===== src/rtl/pbi_pkg.sv =====
package pbi_pkg;

  typedef enum logic [2:0] {
    PH_IDLE = 3'd0,
    PH_ADDR = 3'd1,
    PH_DATA = 3'd2,
    PH_REL  = 3'd3,
    PH_END  = 3'd4
  } phase_t;

  typedef enum logic [2:0] {
    END_DONE      = 3'd0,
    END_RETRY     = 3'd1,
    END_DISC_DATA = 3'd2,
    END_DISC_NONE = 3'd3,
    END_TGT_ABORT = 3'd4,
    END_MST_ABORT = 3'd5
  } end_code_t;

  // Command bit 0 separates writes (1) from reads (0).
  function automatic logic cmd_writes(input logic [3:0] cmd);
    return cmd[0];
  endfunction

endpackage


===== src/rtl/pbi_beat_cnt.sv =====
module pbi_beat_cnt #(
  parameter int LEN_W = 8
) (
  input  logic             clk,
  input  logic             rst,
  input  logic             load,
  input  logic [LEN_W-1:0] len_i,
  input  logic             step,
  output logic [LEN_W-1:0] rem_o,
  output logic [LEN_W-1:0] moved_o,
  output logic             last_o,
  output logic             two_left_o
);

  localparam logic [LEN_W-1:0] ONE = LEN_W'(1);
  localparam logic [LEN_W-1:0] TWO = LEN_W'(2);

  always_ff @(posedge clk) begin
    if (rst) begin
      rem_o   <= '0;
      moved_o <= '0;
    end else if (load) begin
      rem_o   <= (len_i == '0) ? ONE : len_i;
      moved_o <= '0;
    end else if (step) begin
      rem_o   <= rem_o - ONE;
      moved_o <= moved_o + ONE;
    end
  end

  assign last_o     = (rem_o == ONE);
  assign two_left_o = (rem_o == TWO);


  rem_underflow_chk: assert property (@(posedge clk) disable iff (rst)
    step |-> rem_o != '0);

endmodule


===== src/rtl/pbi_claim_watch.sv =====
module pbi_claim_watch #(
  parameter int WIN = 4
) (
  input  logic clk,
  input  logic rst,
  input  logic arm,
  input  logic active,
  input  logic devsel_n,
  output logic claimed_o,
  output logic expired_o
);

  localparam int CW = $clog2(WIN + 1);
  localparam logic [CW-1:0] LAST_EDGE = CW'(WIN - 1);

  logic [CW-1:0] edges;

  always_ff @(posedge clk) begin
    if (rst || arm) begin
      edges     <= '0;
      claimed_o <= 1'b0;
    end else if (active) begin
      if (!devsel_n) claimed_o <= 1'b1;
      if (!claimed_o && edges != LAST_EDGE) edges <= edges + CW'(1);
    end
  end

  assign expired_o = active && !claimed_o && devsel_n && (edges == LAST_EDGE);


  win_bound_chk: assert property (@(posedge clk) disable iff (rst)
    (active && !claimed_o) |-> edges <= LAST_EDGE);

endmodule


===== src/rtl/pbi_parity.sv =====
module pbi_parity #(
  parameter int DATA_W = 32
) (
  input  logic                clk,
  input  logic                rst,
  input  logic                drive_i,
  input  logic [DATA_W-1:0]   ad_i,
  input  logic [DATA_W/8-1:0] cbe_n_i,
  output logic                par_o,
  output logic                par_oe_o
);

  always_ff @(posedge clk) begin
    if (rst) begin
      par_o    <= 1'b0;
      par_oe_o <= 1'b0;
    end else begin
      par_o    <= ^{ad_i, cbe_n_i};
      par_oe_o <= drive_i;
    end
  end


  par_follow_chk: assert property (@(posedge clk) disable iff (rst)
    $rose(par_oe_o) |-> $past(drive_i));

endmodule


===== src/rtl/pbus_initiator.sv =====
module pbus_initiator
  import pbi_pkg::*;
#(
  parameter int DATA_W  = 32,
  parameter int LEN_W   = 8,
  parameter int DEC_WIN = 4
) (
  input  logic                clk,
  input  logic                rst,
  input  logic                req_valid,
  input  logic [3:0]          req_cmd,
  input  logic [DATA_W-1:0]   req_addr,
  input  logic [LEN_W-1:0]    req_len,
  output logic                req_ready,
  input  logic [DATA_W-1:0]   beat_data,
  input  logic [DATA_W/8-1:0] beat_be,
  output logic                beat_take,
  output logic                rd_valid,
  output logic [DATA_W-1:0]   rd_data,
  output logic                done,
  output logic [2:0]          done_code,
  output logic [LEN_W-1:0]    done_count,
  input  logic                gnt_n,
  input  logic                frame_n_i,
  input  logic                irdy_n_i,
  input  logic                devsel_n_i,
  input  logic                trdy_n_i,
  input  logic                stop_n_i,
  input  logic [DATA_W-1:0]   ad_i,
  output logic                frame_n_o,
  output logic                irdy_n_o,
  output logic                ctl_oe,
  output logic [DATA_W-1:0]   ad_o,
  output logic [DATA_W/8-1:0] cbe_n_o,
  output logic                ad_oe,
  output logic                par_o,
  output logic                par_oe
);

  localparam int BE_W = DATA_W / 8;

  phase_t     st;
  logic       cmd_wr;
  logic       start, in_data, xfer, stop_req, tgt_abort, mst_abort;
  logic       finish_ok, end_any;
  logic       claimed, last, two_left;
  logic [LEN_W-1:0] rem, moved;
  end_code_t  end_c;

  assign start     = (st == PH_IDLE) && req_valid && !gnt_n && frame_n_i && irdy_n_i;
  assign in_data   = (st == PH_DATA);
  assign xfer      = in_data && !irdy_n_o && !trdy_n_i && !devsel_n_i;
  assign stop_req  = in_data && !devsel_n_i && !stop_n_i;
  assign tgt_abort = in_data && claimed && devsel_n_i && !stop_n_i;
  assign finish_ok = xfer && last;
  assign end_any   = tgt_abort || mst_abort || finish_ok || stop_req;
  assign req_ready = (st == PH_IDLE);
  assign beat_take = (st == PH_ADDR) || (xfer && !last && stop_n_i);

  pbi_beat_cnt #(.LEN_W(LEN_W)) u_cnt (
    .clk(clk), .rst(rst), .load(start), .len_i(req_len), .step(xfer),
    .rem_o(rem), .moved_o(moved), .last_o(last), .two_left_o(two_left)
  );

  pbi_claim_watch #(.WIN(DEC_WIN)) u_claim (
    .clk(clk), .rst(rst), .arm(start), .active(in_data),
    .devsel_n(devsel_n_i), .claimed_o(claimed), .expired_o(mst_abort)
  );

  pbi_parity #(.DATA_W(DATA_W)) u_par (
    .clk(clk), .rst(rst), .drive_i(ad_oe), .ad_i(ad_o), .cbe_n_i(cbe_n_o),
    .par_o(par_o), .par_oe_o(par_oe)
  );

  // Ending priority: target abort, master abort, final word, stop.
  always_comb begin
    if (tgt_abort)          end_c = END_TGT_ABORT;
    else if (mst_abort)     end_c = END_MST_ABORT;
    else if (finish_ok)     end_c = END_DONE;
    else if (xfer)          end_c = END_DISC_DATA;
    else if (moved == '0)   end_c = END_RETRY;
    else                    end_c = END_DISC_NONE;
  end

  always_ff @(posedge clk) begin
    if (rst) begin
      st         <= PH_IDLE;
      frame_n_o  <= 1'b1;
      irdy_n_o   <= 1'b1;
      ctl_oe     <= 1'b0;
      ad_oe      <= 1'b0;
      ad_o       <= '0;
      cbe_n_o    <= '1;
      cmd_wr     <= 1'b0;
      rd_valid   <= 1'b0;
      rd_data    <= '0;
      done       <= 1'b0;
      done_code  <= '0;
      done_count <= '0;
    end else begin
      done     <= 1'b0;
      rd_valid <= xfer && !cmd_wr;
      if (xfer && !cmd_wr) rd_data <= ad_i;
      unique case (st)
        PH_IDLE: if (start) begin
          st        <= PH_ADDR;
          frame_n_o <= 1'b0;
          irdy_n_o  <= 1'b1;
          ctl_oe    <= 1'b1;
          ad_oe     <= 1'b1;
          ad_o      <= req_addr;
          cbe_n_o   <= req_cmd[BE_W-1:0];
          cmd_wr    <= cmd_writes(req_cmd);
        end
        PH_ADDR: begin
          st        <= PH_DATA;
          irdy_n_o  <= 1'b0;
          frame_n_o <= last;
          ad_o      <= beat_data;
          cbe_n_o   <= ~beat_be;
          ad_oe     <= cmd_wr;
        end
        PH_DATA: begin
          if (end_any) begin
            st         <= frame_n_o ? PH_END : PH_REL;
            frame_n_o  <= 1'b1;
            irdy_n_o   <= frame_n_o;
            ad_oe      <= 1'b0;
            done       <= 1'b1;
            done_code  <= end_c;
            done_count <= moved + LEN_W'(xfer);
          end else if (xfer) begin
            ad_o      <= beat_data;
            cbe_n_o   <= ~beat_be;
            frame_n_o <= two_left;
          end
        end
        PH_REL: begin
          st       <= PH_END;
          irdy_n_o <= 1'b1;
        end
        PH_END: begin
          st     <= PH_IDLE;
          ctl_oe <= 1'b0;
        end
        default: st <= PH_IDLE;
      endcase
    end
  end


  reset_quiet_chk: assert property (@(posedge clk) disable iff (rst)
    $past(rst) |-> (frame_n_o && irdy_n_o && !ctl_oe && !done));

  start_gate_chk: assert property (@(posedge clk) disable iff (rst)
    $rose(ctl_oe) |-> $past(req_valid && !gnt_n && frame_n_i && irdy_n_i));

  frame_last_chk: assert property (@(posedge clk) disable iff (rst)
    (in_data && frame_n_o) |-> last);

  done_released_chk: assert property (@(posedge clk) disable iff (rst)
    done |-> (frame_n_o && ctl_oe && !ad_oe));

  even_par_chk: assert property (@(posedge clk) disable iff (rst)
    par_oe |-> ((par_o ^ (^{$past(ad_o), $past(cbe_n_o)})) == 1'b0));

  mabort_count_chk: assert property (@(posedge clk) disable iff (rst)
    (done && done_code == 3'd5) |-> done_count == '0);

  release_step_chk: assert property (@(posedge clk) disable iff (rst)
    (st == PH_REL) |-> (frame_n_o && !irdy_n_o) ##1 (frame_n_o && irdy_n_o));

  rd_after_xfer_chk: assert property (@(posedge clk) disable iff (rst)
    rd_valid |-> $past(!trdy_n_i && !devsel_n_i && !irdy_n_o));

endmodule


===== config.mk =====
export PLATFORM = sky130hd
export DESIGN_NAME = pbus_initiator
export DESIGN_NICKNAME = d
export VERILOG_FILES = /design/src/rtl/pbi_pkg.sv /design/src/rtl/pbi_beat_cnt.sv /design/src/rtl/pbi_claim_watch.sv /design/src/rtl/pbi_parity.sv /design/src/rtl/pbus_initiator.sv
export SDC_FILE = /design/constraint.sdc
export NUM_CORES = 1
export LEC_CHECK = 0
export ABC_CLOCK_PERIOD_IN_PS = 2940
export BUFFER_PORTS_ARGS = -buffer_cell sky130_fd_sc_hd__buf_2
export CELL_PAD_IN_SITES_DETAIL_PLACEMENT = 1
export CELL_PAD_IN_SITES_GLOBAL_PLACEMENT = 1
export CORE_MARGIN = 1.5
export CORE_UTILIZATION = 37
export CTS_BUF_LIST = sky130_fd_sc_hd__clkbuf_8
export CTS_CLUSTER_DIAMETER = 50
export CTS_CLUSTER_SIZE = 8
export DETAILED_ROUTE_END_ITERATION = 8
export GPL_ROUTABILITY_DRIVEN = 1
export HOLD_SLACK_MARGIN = 0.15
export PLACE_DENSITY = 0.88
export SETUP_SLACK_MARGIN = 0.3
export SYNTH_ARGS = -nofsm -noshare
export SYNTH_HDL_FRONTEND = slang
export SYNTH_SLANG_ARGS = --single-unit

===== constraint.sdc =====
create_clock -name clk -period 2.94 [get_ports clk]
set_input_delay 0.147 -clock clk [delete_from_list [all_inputs] [get_ports clk]]
set_output_delay 0.147 -clock clk [all_outputs]
set_load 0.05 [all_outputs]

==> Word-level counts from Yosys, hierarchy flattened <==
Cells that the tools add are included.
{ "word_totals": {"ff_bits": 111, "out_inout_bits": 89, "inputBits": 121, "elab_cells": 123} }
{ "op_classes": {"muxes": 31, "addsub": 4, "n_eq_ne": 13, "n_bitwise": 3, "reduce_logical": 53} }
{ "ops": {"columns": ["operator", "count"], "rows": [
  ["2-to-1 mux 32 bit", 3],
  ["case mux 32 bit (3 select lines)", 1],
  ["parity 36 bit", 1],
  ["2-to-1 mux 8 bit", 3],
  ["logical AND 1 bit", 20],
  ["zero test 8 bit", 2],
  ["2-to-1 mux 3 bit", 5],
  ["2-to-1 mux 4 bit", 3],
  ["case mux 3 bit (4 select lines)", 1],
  ["case mux 4 bit (3 select lines)", 1],
  ["AND reduction 2 bit", 6],
  ["equality test 3 x 2 -> 1 bit, second input constant", 3],
  ["AND reduction 3 bit", 3],
  ["adder 8 x 1 -> 8 bit", 1],
  ["adder 8 x 1 -> 8 bit, second input constant", 1],
  ["equality test 8 x 1 -> 1 bit, second input constant", 1],
  ["equality test 8 x 2 -> 1 bit, second input constant", 1],
  ["zero test 1 bit", 8],
  ["subtractor 8 x 1 -> 8 bit, second input constant", 1],
  ["2-to-1 mux 1 bit", 7],
  ["2-to-1 mux 2 bit", 3],
  ["!= test 2 x 1 -> 1 bit, second input constant", 3],
  ["case mux 1 bit (3 select lines)", 2],
  ["logical OR 1 bit", 5],
  ["16 further kinds", 19]
]} }

==> Logic depth before layout (Yosys ltp) <==
{ "depth": {"depth_word": 9, "ltp_mapped": 10, "mapped_depth_nobuf": 9} }

==> Modules after synthesis <==
From an unflattened synthesis, not the netlist that was laid out.
{ "hier_totals": {"cells_unflattened": 667, "area_unflattened_um2": 5614.1} }
{ "by_module_without_submodules": {"columns": ["module", "seq_area_each_um2", "n_inst", "cells_each", "area_per_inst_um2"], "rows": [
  ["pbus_initiator", 1781.7, 1, 516, 4199.0],
  ["pbi_beat_cnt", 320.3, 1, 93, 808.3],
  ["pbi_parity", 40.0, 1, 38, 379.1],
  ["pbi_claim_watch", 80.1, 1, 20, 227.7]
]} }

==> Worst setup path after synthesis <==
Ideal clock, no wire load.
{ "synth_path": {"path_kind": "register -> register", "startpoint": "reg irdy_n_o", "endpoint": "reg done_count[6]", "t_required_ns": 2.805, "period_less_slack_ns": 2.212, "setup_ns": 0.135, "slack_ns": 0.728, "stages_incl_launch_ff": 11, "arrival_time_ns": 2.077, "path_buffers": 1, "path_cell_list": "dfxtp_1 nor2_1 nand2_2 inv_2 buf_2 ha_1 ha_1 and3_1 nand3_1 xor2_1 a211oi_1"} }
{ "synth_via": {"elab_chain_len": 8, "elab_cells_between_ends": 9, "cone_classes": "add/sub (1); reduce/logical (8)"} }
{ "synth_lines": {"columns": ["item", "line", "rtl"], "rows": [
  ["from (decl)", "pbus_initiator.sv:31", "output logic irdy_n_o,"],
  ["from (signal assigned)", "pbus_initiator.sv:127", "irdy_n_o <= frame_n_o;"],
  ["zero test 1 bit *", "pbus_initiator.sv:52", "assign xfer = in_data && !irdy_n_o && !trdy_n_i && !devsel_n_i;"],
  ["logical AND 1 bit * (3 in a row)", "pbus_initiator.sv:52", null],
  ["parallel branches: the longest is 4 deep, another holds adder 8 x 1 -> 8 bit", null, null],
  ["to (signal assigned)", "pbus_initiator.sv:131", "done_count <= moved + LEN_W'(xfer);"],
  ["to (decl)", "pbus_initiator.sv:22", "output logic [LEN_W-1:0] done_count,"]
]} }
Mark *: on every way between the ends.
A chain may end at the register's enable or synchronous reset.

==> Worst setup path after layout <==
{ "layout_path": {"startpoint": "reg st[0]", "endpoint": "reg ad_o[29]"} }
{ "layout_via": {"elab_chain_len": 9, "elab_cells_between_ends": 28, "cone_classes": "eq/ne (5); mux (1); reduce/logical (22)"} }
{ "layout_lines": {"columns": ["item", "line", "rtl"], "rows": [
  ["from (decl)", "pbus_initiator.sv:42", "phase_t st;"],
  ["from (signal assigned)", "pbus_initiator.sv:125", "st <= frame_n_o ? PH_END : PH_REL;"],
  ["equality test 3 x 2 -> 1 bit", "pbus_initiator.sv:51, pbus_initiator.sv:104", null],
  ["logical AND 1 bit, on equally long branches (3 in a row)", "pbus_initiator.sv:54, pbus_initiator.sv:52, pbi_claim_watch.sv:28", null],
  ["logical OR 1 bit or logical AND 1 bit (tied branches)", "pbus_initiator.sv:56, pbus_initiator.sv:55", null],
  ["logical OR 1 bit (2 in a row)", "pbus_initiator.sv:56", "assign end_any = tgt_abort || mst_abort || finish_ok || stop_req;"],
  ["!= test 2 bit (no source line)", null, null],
  ["AND reduction 4 bit (no source line)", null, null],
  ["to (signal assigned)", "pbus_initiator.sv:111", "ad_o <= req_addr;"],
  ["to (signal assigned)", "pbus_initiator.sv:119", "ad_o <= beat_data;"],
  ["to (signal assigned)", "pbus_initiator.sv:133", "ad_o <= beat_data;"],
  ["to (decl)", "pbus_initiator.sv:33", "output logic [DATA_W-1:0] ad_o,"]
]} }
Several ways; a longest one is shown, not always the timed one.

==> impl_metrics.py <==
metrics = {
    "outcome": {
        "status": "finished, final reports clean",
    },
    "worst_setup_path": {
        "reg2reg_slack_ps": 430,
        "crit-reg2reg-launch": "st[0]",
        "start_kind": "flip-flop",
        "worst_path_dominant_cell_family": "buffers and inverters",
        "crit_arrival_ps": 2770,
        "r2r_cells": 6,
        "crit_cells": 6,
        "crit_buf_inv": 2,
        "reg2reg_to": "ad_o[29]",
        "slowest_delay_ps": 620,
        "worstSetupEndpoint": "ad_o[29]",
        "worstPathMaxFanout": 15,
        "path_cells": "buf_4 -> or2b_1 -> a21oi_4 -> mux2i_1 -> dlygate4sd3_1 -> a211oi_2",
        "cp.required_ps": 3200,
        "path_class": "reg2reg",
        "critPathLaunch": "st[0]",
        "slowest_stage": "dlygate4sd3_1",
        "cp-end-kind": "flip-flop",
    },
    "clock_tree": {
        "clock_path_buffers": 2,
        "cts_tree": "done",
        "cts.sinks": 111,
        "clk_latency_ps": 390,
        "clockRootBuffer": "clkbuf_8",
        "h-tree-depth": 3,
        "path_clk_slew_ps": 110,
        "numCtsBuffers": 9,
    },
    "sta": {
        "worst_slew_pin_slew_ps": 707.3,
        "final-setup-viol-count": 0,
        "finalClockSkew_ps": 15.02,
        "drv_slew": 0,
        "grt_setup_unrepaired": "false",
        "clock.fmax_mhz": 398.3,
        "fin_tns_setup_ps": 0,
        "fin_crit_ps": 2510,
        "finalHoldViolCount": 0,
        "fin_crit_sh": 0.8539,
        "slew_headroom": 0.5285,
    },
    "min_path": {
        "holdCritStartpoint": "beat_data[17]",
        "min_path_type": "in2reg",
    },
    "floorplan": {
        "rows": 43,
        "io_pins": 210,
        "die_w_um": 123.7,
        "start_util": 0.3836,
        "die_h_um": 123.7,
        "dieArea_um2": 15290,
        "core_area_um2": 14040,
    },
    "pwr": {
        "swShare": 0.4176,
        "total_power_uw": 5032,
        "intPower_uw": 2931,
        "power_frac_seq": 0.362,
        "p_leak_uw": 0.003178,
        "p_comb_frac": 0.462,
        "power_density_nw_per_um2": 655.7,
        "ir_worst_vdd_uv": 301.3,
        "netSwitchingPower_uw": 2102,
        "clock_power_share": 0.176,
    },
    "synth": {
        "synth_ff_type": "dfxtp_1",
        "yosys_register_bits": 111,
        "netlist.area_leader.share": 0.4125,
        "synth_cell_types": 63,
        "syn-num-nets": 725,
        "syn_inst": 595,
        "ys_seq_area_frac": 0.4125,
        "yosysTopAreaCell": "dfxtp_1",
        "yosysWarningCount": 0,
        "postSynth.asyncResetShare": 0,
        "synth_edf_count": 0,
        "synthTopCellsByArea": "dfxtp_1 41%, a21oi_1 7.2%, mux2i_1 6.5%",
        "post_synth.cell_area_avg_um2": 9.053,
        "synth_area_um2": 5386,
    },
    "grt": {
        "antenna_found_initial": 1,
        "grt_pass1_vias": 6048,
        "grt_pass1_wl_mm": 29.93,
        "grtUsageTotal": 0.2517,
        "overflow": 0,
        "grt_max_degree": 58,
    },
    "finish": {
        "synthToLayoutAreaGrowth_pct": 42.49,
        "drive_gt1_frac": 0.3167,
        "finalInstanceArea_um2": 7675,
        "nNetsFinal": 1006,
    },
    "drt": {
        "vias": 5620,
        "ant_nets": 0,
        "first_iter_violations": 326,
        "drc_errors": 0,
        "drt-pass1-iter-count": 4,
        "wl_mm": 19.62,
        "via_per_inst": 5.292,
        "avgRoutedWirePerCell_um": 18.47,
    },
    "placement": {
        "port_buffers": 209,
        "postPlaceCellArea_um2": 6551,
        "place.gp.congestion": 0.7855,
        "dpl.hpwl_mm": 11.90,
    },
    "run": {
        "drv_cap": 0,
    },
}
synthesized netlist by cell type, drive strengths merged (2+ instances only):
master     n
a31oi      3
or3b       2
nor4b      3
a21oi     79
nand4      3
nor4       3
xnor3      2
or4        2
nor2      40
ha         9
mux2i     35
a211oi    46
o311ai     2
o21a       2
buf       21
and3       3
and2       4
nor3b      2
nand2b     2
xor2      11
or2b       2
inv       12
nor2b      5
xnor2     34
nor3       8
o2111ai    4
o211ai     6
or3        4
nand2     85
clkbuf    22
o21ai      6
nand3      7
dfxtp    111
stage by stage:
step	cells	utilization	setup slack [ps]	hold slack [ps]
global route	1062	0.5466	286.8	165.9
floorplan	595	-	727.7	283.0
detailed placement	951	0.4665	357.5	395.7
finish	1062	0.5466	429.6	149.9
CTS	1059	0.5452	452.3	151.3
global placement	951	0.4665	438.1	388.3
how the worst min path moves through the flow:
stage                        to  slack [ps]  cells after the start
finish                 ad_o[17]         150                      3
global route           ad_o[17]         170                      3
CTS                    ad_o[22]         150                      3
detailed placement   rd_data[5]         400                      3
global placement    rd_data[12]         390                      3
floorplan                cmd_wr         280                      2
timing repair:
item / CTS / global route
endpoints found under the hold margin: 70 / 0
resized for setup: 1 / 1
setup endpoints to repair: 1 / 1
hold buffers: 92 / 0
buffers inserted: 0 / 2
metal layers:
layer  up-vias  GRT usage  routed length (µm)
met1      2687     0.2788                7691
met5         -          0                   0
met4         0     0.1171                 730
li1       2657          -                   -
met3        59    0.05082                1344
met2       217     0.4599                9852
state kept, by name, indices dropped and copies added, names as in the netlist, 3 cells and up:
name,cells
ad_o,32
rd_data,32
done_count,8
u_cnt.moved_o,8
u_cnt.rem_o,8
cbe_n_o,4
done_code,3
st,3
u_claim.edges,3
kinds of logic (layout without fill, tap and decap cells):
group	count (synthesis)	in the layout	synth area share
AND/OR/NAND/NOR	179	179	0.1596
AO/OA/AOI/OAI	158	158	0.2093
flip-flops	111	111	0.4125
buffers and inverters	55	341	0.04901
XOR/XNOR	47	47	0.08153
multiplexers	36	36	0.06713
adder cells (fa/ha/maj)	9	9	0.02091
other	0	1	0
worst min-delay path, stage by stage:
cell      delay (ps)
buf_2            110
mux2i_1          160
a211oi_2          80
final cells by class:
cell class | instances | area, µm²
multi-input combinational | 429 | 2923
clock inverter | 7 | 58.81
fill | 1650 | 6367
antenna | 1 | 2.502
tap | 180 | 225.2
clock buffer | 9 | 123.9
sequential | 111 | 2223
timing repair buffer | 313 | 2072
inverter | 12 | 46.29
placed cells by master (no fill, tap or decap), types with 3 or more instances in the layout:
cell and n:
a211oi_1 20, a211oi_2 26, a21oi_1 77, a31oi_1 3, and2_1 3, and3_1 3
buf_2 208, buf_4 12, clkbuf_8 9, clkinvlp_4 4, dfxtp_1 110, dlygate4sd3_1 92
ha_1 9, inv_1 11, mux2i_1 35, nand2_1 84, nand3_1 7, nand4_1 3
nor2_1 38, nor2b_1 5, nor3_1 7, o2111ai_1 4, o211ai_1 6, o21ai_0 5
or3_1 4, xnor2_1 34, xor2_1 11
power groups by stage:
stage          clock (µW)  sequential, µW  combinational (µW)
3_5_place_dp            0            1840                2170
4_1_cts               913            1810                2280
5_1_grt               965            1840                2450
6_report              886            1820                2330
2_1_floorplan           0            2270                1210
3_3_place_gp            0            1830                2110
Note: power is estimated with default switching activity, not from simulation.
